[src/rtl/sfc_col_check.sv]
// Arithmetic column pattern check: lane k of column n = STRIDE*(n+1) - OFFSET + k.
module sfc_col_check #(
  parameter int DATA_W = 64,
  parameter int LANE_W = 16,
  parameter int CNT_W  = 16,
  parameter int STRIDE = 4,
  parameter int OFFSET = 11
) (
  input  logic              clk,
  input  logic              rst,
  input  logic              clear,
  input  logic              beat,
  input  logic [DATA_W-1:0] data,
  output logic [CNT_W-1:0]  ok_cnt
);
  localparam int LANES = DATA_W / LANE_W;

  logic [LANE_W-1:0] col_q;
  logic [LANE_W-1:0] base;
  logic [LANES-1:0]  lane_hit;

  assign base = LANE_W'(STRIDE) * (col_q + LANE_W'(1)) - LANE_W'(OFFSET);

  for (genvar k = 0; k < LANES; k++) begin : g_lane
    assign lane_hit[k] = (data[k*LANE_W +: LANE_W] == base + LANE_W'(k));
  end

  always_ff @(posedge clk) begin
    if (rst || clear) begin
      col_q  <= '0;
      ok_cnt <= '0;
    end else if (beat) begin
      col_q <= col_q + LANE_W'(1);
      if (&lane_hit) ok_cnt <= ok_cnt + CNT_W'(1);
    end
  end

  // the count is zero after any clearing edge
  a_r7_clear_zero: assert property (@(posedge clk) disable iff (rst)
    clear |=> (ok_cnt == '0));

  // one beat adds at most one to the count
  a_r6_step_one: assert property (@(posedge clk) disable iff (rst)
    (beat && !clear) |=> (ok_cnt == $past(ok_cnt) || ok_cnt == $past(ok_cnt) + CNT_W'(1)));
endmodule

[config.mk]
export PLATFORM = sky130hd
export DESIGN_NAME = sfc_col_check
export DESIGN_NICKNAME = d
export VERILOG_FILES = /design/src/rtl/sfc_col_check.sv
export SDC_FILE = /design/constraint.sdc
export NUM_CORES = 1
export LEC_CHECK = 0
export BUFFER_PORTS_ARGS = -buffer_cell sky130_fd_sc_hd__buf_2
export CORE_ASPECT_RATIO = 0.7
export CORE_MARGIN = 1
export CORE_UTILIZATION = 51
export DETAILED_ROUTE_END_ITERATION = 12
export HOLD_SLACK_MARGIN = 0.06
export PLACE_DENSITY = 0.78
export REMOVE_ABC_BUFFERS = 1
export SYNTH_ARGS = -nofsm -noshare
export SYNTH_HDL_FRONTEND = slang
export SYNTH_SLANG_ARGS = --single-unit
[constraint.sdc]
create_clock -name clk -period 8 [get_ports clk]
set_input_delay 0.4 -clock clk [delete_from_list [all_inputs] [get_ports clk]]
set_output_delay 0.4 -clock clk [all_outputs]
set_load 0.005 [all_outputs]
Yosys cells after proc, flatten, opt, wreduce, memory -nomap -nowiden. Cells that the tools add are included.

Register bits: 32. Bits in latches: 0. Bits in writable memories: 0. Memory bits (read-only): 0. Output and inout bits: 16. Word-level logic and storage cells: 14. Memories kept: 0.

Add/sub/neg operators: 6. Multiply operators: 0. Divide/modulo/power cells: 0. $lt $le $gt $ge: 0. Equality and inequality tests: 4. Shift operators: 0. Mux-type cells: 0. Bitwise operators: 0. Reductions and logical operators: 2.

Operator list (number): == test 16 bit (4); adder 16 x 1 -> 16 bit, second input constant (3); adder 16 x 2 -> 16 bit, second input constant (2); subtractor 16 x 4 -> 16 bit, second input constant (1); AND reduction 5 bit (1); logical OR 1 bit (1).

Depth between registers and ports, before layout.
Depth after elaboration: 5. Depth in mapped cells: 17. Depth with buffers taken out: 13.

Worst setup path before layout. OpenSTA, ideal clock, no wires.

Kind: register -> register. Start: reg col_q[0]. End: reg ok_cnt[7]. Arrival time: 3931 ps. Data required time: 7930 ps. Slack: 3998 ps. Cell stages (with the launch flop): 17. Buffers on the path: 3. Clock period less this slack: 4002 ps. Cells stage by stage: dfxtp_1 > buf_4 > buf_4 > inv_1 > ha_1 > or4_1 > o31ai_2 > o21a_1 > nand3_1 > xnor2_1 > or4_1 > a211o_1 > a2111oi_1 > o2111ai_1 > buf_2 > or4_1 > a21oi_1.

Cells in the longest elaborated chain, start to end: 5. Elaborated cells on any way between the ends: 10. Classes of those cells: add/sub: 5; eq/ne: 4; reduce/logical: 1.

Ends and longest elaborated chain: start, declared (RTL line 18) `logic [LANE_W-1:0] col_q;`; start signal, assigned (RTL line 33) `col_q <= col_q + LANE_W'(1);`; adder 16 x 1 -> 16 bit *; subtractor 16 x 4 -> 16 bit * (RTL line 22) `assign base = LANE_W'(STRIDE) * (col_q + LANE_W'(1)) - LANE_W'(OFFSET);`; adder 16 x 1 -> 16 bit or adder 16 x 2 -> 16 bit (tied branches) (RTL line 25) `assign lane_hit[k] = (data[k*LANE_W +: LANE_W] == base + LANE_W'(k));`; == test 16 bit (RTL line 25); AND reduction 5 bit (no source line) *; end signal, assigned (RTL line 34) `if (&lane_hit) ok_cnt <= ok_cnt + CNT_W'(1);`; end, declared (RTL line 14) `output logic [CNT_W-1:0] ok_cnt`.

Every way passes the cells marked *; elsewhere a longest branch is shown, timed or not. A chain may end at the register's enable or synchronous reset.

Worst setup path in the final report.
Start: reg col_q[0]. End: reg ok_cnt[14].

The elaborated chain is that of the path after synthesis.

==> results.txt <==
Initial Util -> 52.9%
latest clock arrival within the worst-skew pair -> 0.28 ns
Post-Synthesis Cells -> 391
Die Ht -> 66.5 µm
post-route setup slack -> 2.64 ns
Max clock buf depth -> 2
ant diodes -> 0
PD cells -> 101 nW/µm²
vias per std cell -> 6.09
Post-Layout Cell Count -> 533
# DRC -> 0
Detailed Route WL -> 7490 µm
Slew HR -> 29.3%
FP Rows -> 23
post-route ant nets -> 0
I/O pins -> 84
Final Hold Vio Count -> 0
worst-path maximum fanout -> 30
CP endpoint kind -> register
CTS root buf -> clkbuf_8
Vias -> 3247
Core Box Area -> 5730 µm²
GP Congestion -> 0.948
Clock Skew -> 0.00613 ns
placed cell count -> 525
first drt pass iteration count -> 7
initial detailed-routing violation count -> 204
share of post-route cells with drive strength above 1 -> 24.0%
Synth async-reset ratio -> 0%
net count reported at finish -> 529
Reg clk slew, reported paths -> 0.06 ns
post-CTS setup buffers -> 0
antenna violations before repair -> 0
Clock Sinks -> 30
register bit total from synthesis -> 30
critical path startpoint category -> register
EDFF count, synth -> 0
Final Max Tran Viols -> 0
largest net degree at the start of global routing -> 31
leak pwr -> 1.37 nW
max frequency -> 187 MHz
VDD IR max -> 0.0647 mV
# setup viols final -> 0
synth warn -> 0
max-cap check violation count -> 0
die width -> 94.1 µm
CTS Hold Buffers Added -> 0
CP arrival -> 5.57 ns
CTS tree -> built
final HPWL from detailed placement -> 5820 µm
post-route clock period utilization -> 67.0%
total global routing overflow -> 0
status -> finished, final reports clean
total track usage -> 24.7%
Synth Cell Area -> 3030 µm²
CTS H-tree lvls -> 2
worst min-delay path class -> register to register
vias in the first global route -> 2734
port bufs -> 83
Netlist cell types -> 67
Setup CP Type -> register to register
Hold Slack -> 0.489 ns
Primary FF master, synth -> dfxtp_1
total negative slack -> 0 ns
TritonCTS Buffers -> 5
Resized cells post-CTS -> 0
post-route minimum period -> 5.36 ns
worst slew pin tran -> 1.06 ns
first-pass GRT wire length -> 12400 µm
die area -> 6260 µm²
DP Worst Slack -> 2.71 ns
P&R area growth vs syn -> 16.1%
wire length per cell -> 14.0 µm
Required @ worst endpoint -> 8.21 ns
part of the Yosys area used for sequential elements -> 19.8%
Mean Syn Cell Area -> 7.75 µm²
RSZ-0062 raised after global routing -> false
layer usage:
layer | part of all wire, % | global-route usage [%] | vias up
met3 | 6.8 | 5.02 | 9
met2 | 44 | 37.0 | 123
met1 | 48 | 36.1 | 1506
li1 | - | - | 1609
met5 | 0 | 0 | -
met4 | 0.75 | 5.19 | 0
layout by cell type (no fill, tap or decap), drive strengths merged, types with 7 or more instances in the layout:
cell type	instances
xnor2	28
buf	83
o21ai	14
or3	16
a21oi	25
inv	7
clkbuf	7
and3	11
xor2	21
o31ai	7
nand2	19
nor3	14
nand4	18
mux2i	7
a31oi	8
or4	10
nor2	30
dfxtp	30
nand3	24
path summary, 6_finish.rpt:
kind | startpoint | end | slack [ns] | depth (start not counted)
min reg2reg | ok_cnt[15]$_SDFFE_PP0P_ | ok_cnt[15]$_SDFFE_PP0P_ | 0.49 | 2
max | col_q[0]$_SDFFE_PP0P_ | ok_cnt[14]$_SDFFE_PP0P_ | 2.64 | 12
min | ok_cnt[15]$_SDFFE_PP0P_ | ok_cnt[15]$_SDFFE_PP0P_ | 0.49 | 2
max reg2reg | col_q[0]$_SDFFE_PP0P_ | ok_cnt[14]$_SDFFE_PP0P_ | 2.64 | 12
cells in the mapped netlist, types with 3 or more instances:
master    count  area [µm²]
or3_1        16         100
and3_1       11        68.8
xor2_1       21         184
and2_1        5        31.3
a211oi_1      3        22.5
inv_1         7        26.3
xnor3_1       3        67.6
a311oi_1      3        26.3
a31oi_1       8        50.1
a31o_2        4        35.0
o31ai_1       6        45.0
nand2_1      19        71.3
a21oi_1      25         125
nand2b_1      3        18.8
nor3_1       13        65.1
clkbuf_1     11        41.3
o21ai_0      14        70.1
nor4_1        4        25.0
nor2_1       30         113
dfxtp_1      30         601
or4_1        10        75.1
buf_2         7        35.0
nand3b_1      3        22.5
nand3_1      23         115
o22ai_1       4        25.0
xnor2_1      27         236
and4_1        4        35.0
nand4_1      17         106
buf_4         5        37.5
ha_1          4        50.1
mux2i_1       6        60.1
state kept, by name (all words and copies together), names as in the netlist:
register / count
col_q: 14
ok_cnt: 16
through the flow:
stage / total power [mW] / util, % / area (µm²)
4_1_cts: 0.358 / 61.5 / 3520
5_1_grt: 0.372 / 61.5 / 3520
6_report: 0.356 / 61.5 / 3520
2_1_floorplan: 0.202 / - / 2910
3_5_place_dp: 0.232 / 59.9 / 3430
3_3_place_gp: 0.230 / 59.9 / 3430
power by group:
group | total, mW | internal (mW) | switching [mW]
clock network | 0.127 | 0.0693 | 0.0574
logic | 0.0775 | 0.0377 | 0.0398
registers | 0.152 | 0.150 | 0.00233
worst max-delay path: stages (launching register included):
cell and delay [ns]:
dfxtp_1 0.73, ha_1 0.58, and3_1 0.44, nand3_1 0.17, o32ai_2 0.32, nand3_1 0.16
xnor2_1 0.24, or4_1 0.43, a211o_1 0.31, a2111oi_1 0.41, o2111ai_2 0.65, or4_1 0.69
a21oi_1 0.15
final cells by class:
type / instances / area [µm²]
Multi-Input combinational cell: 330 / 2290
Fill cell: 508 / 2210
Sequential cell: 30 / 601
Timing Repair Buffer: 83 / 415
Tap cell: 75 / 93.8
Clock buffer: 7 / 86.3
Inverter: 7 / 26.3
Clock inverter: 1 / 5.00
logic make-up (layout without fill, tap and decap cells):
kind of cell,after synthesis,after routing,synth area share (%)
AOI/OAI and AO/OA,90,90,20.5
xor gates and xnor gates,53,53,17.4
adders and majority gates,4,4,1.65
buffers and inverters,31,98,4.75
DFF,30,30,19.8
muxes,9,9,3.18
and+or+nand+nor,174,174,32.7
No activity file was read; power rests on OpenSTA's default activity.
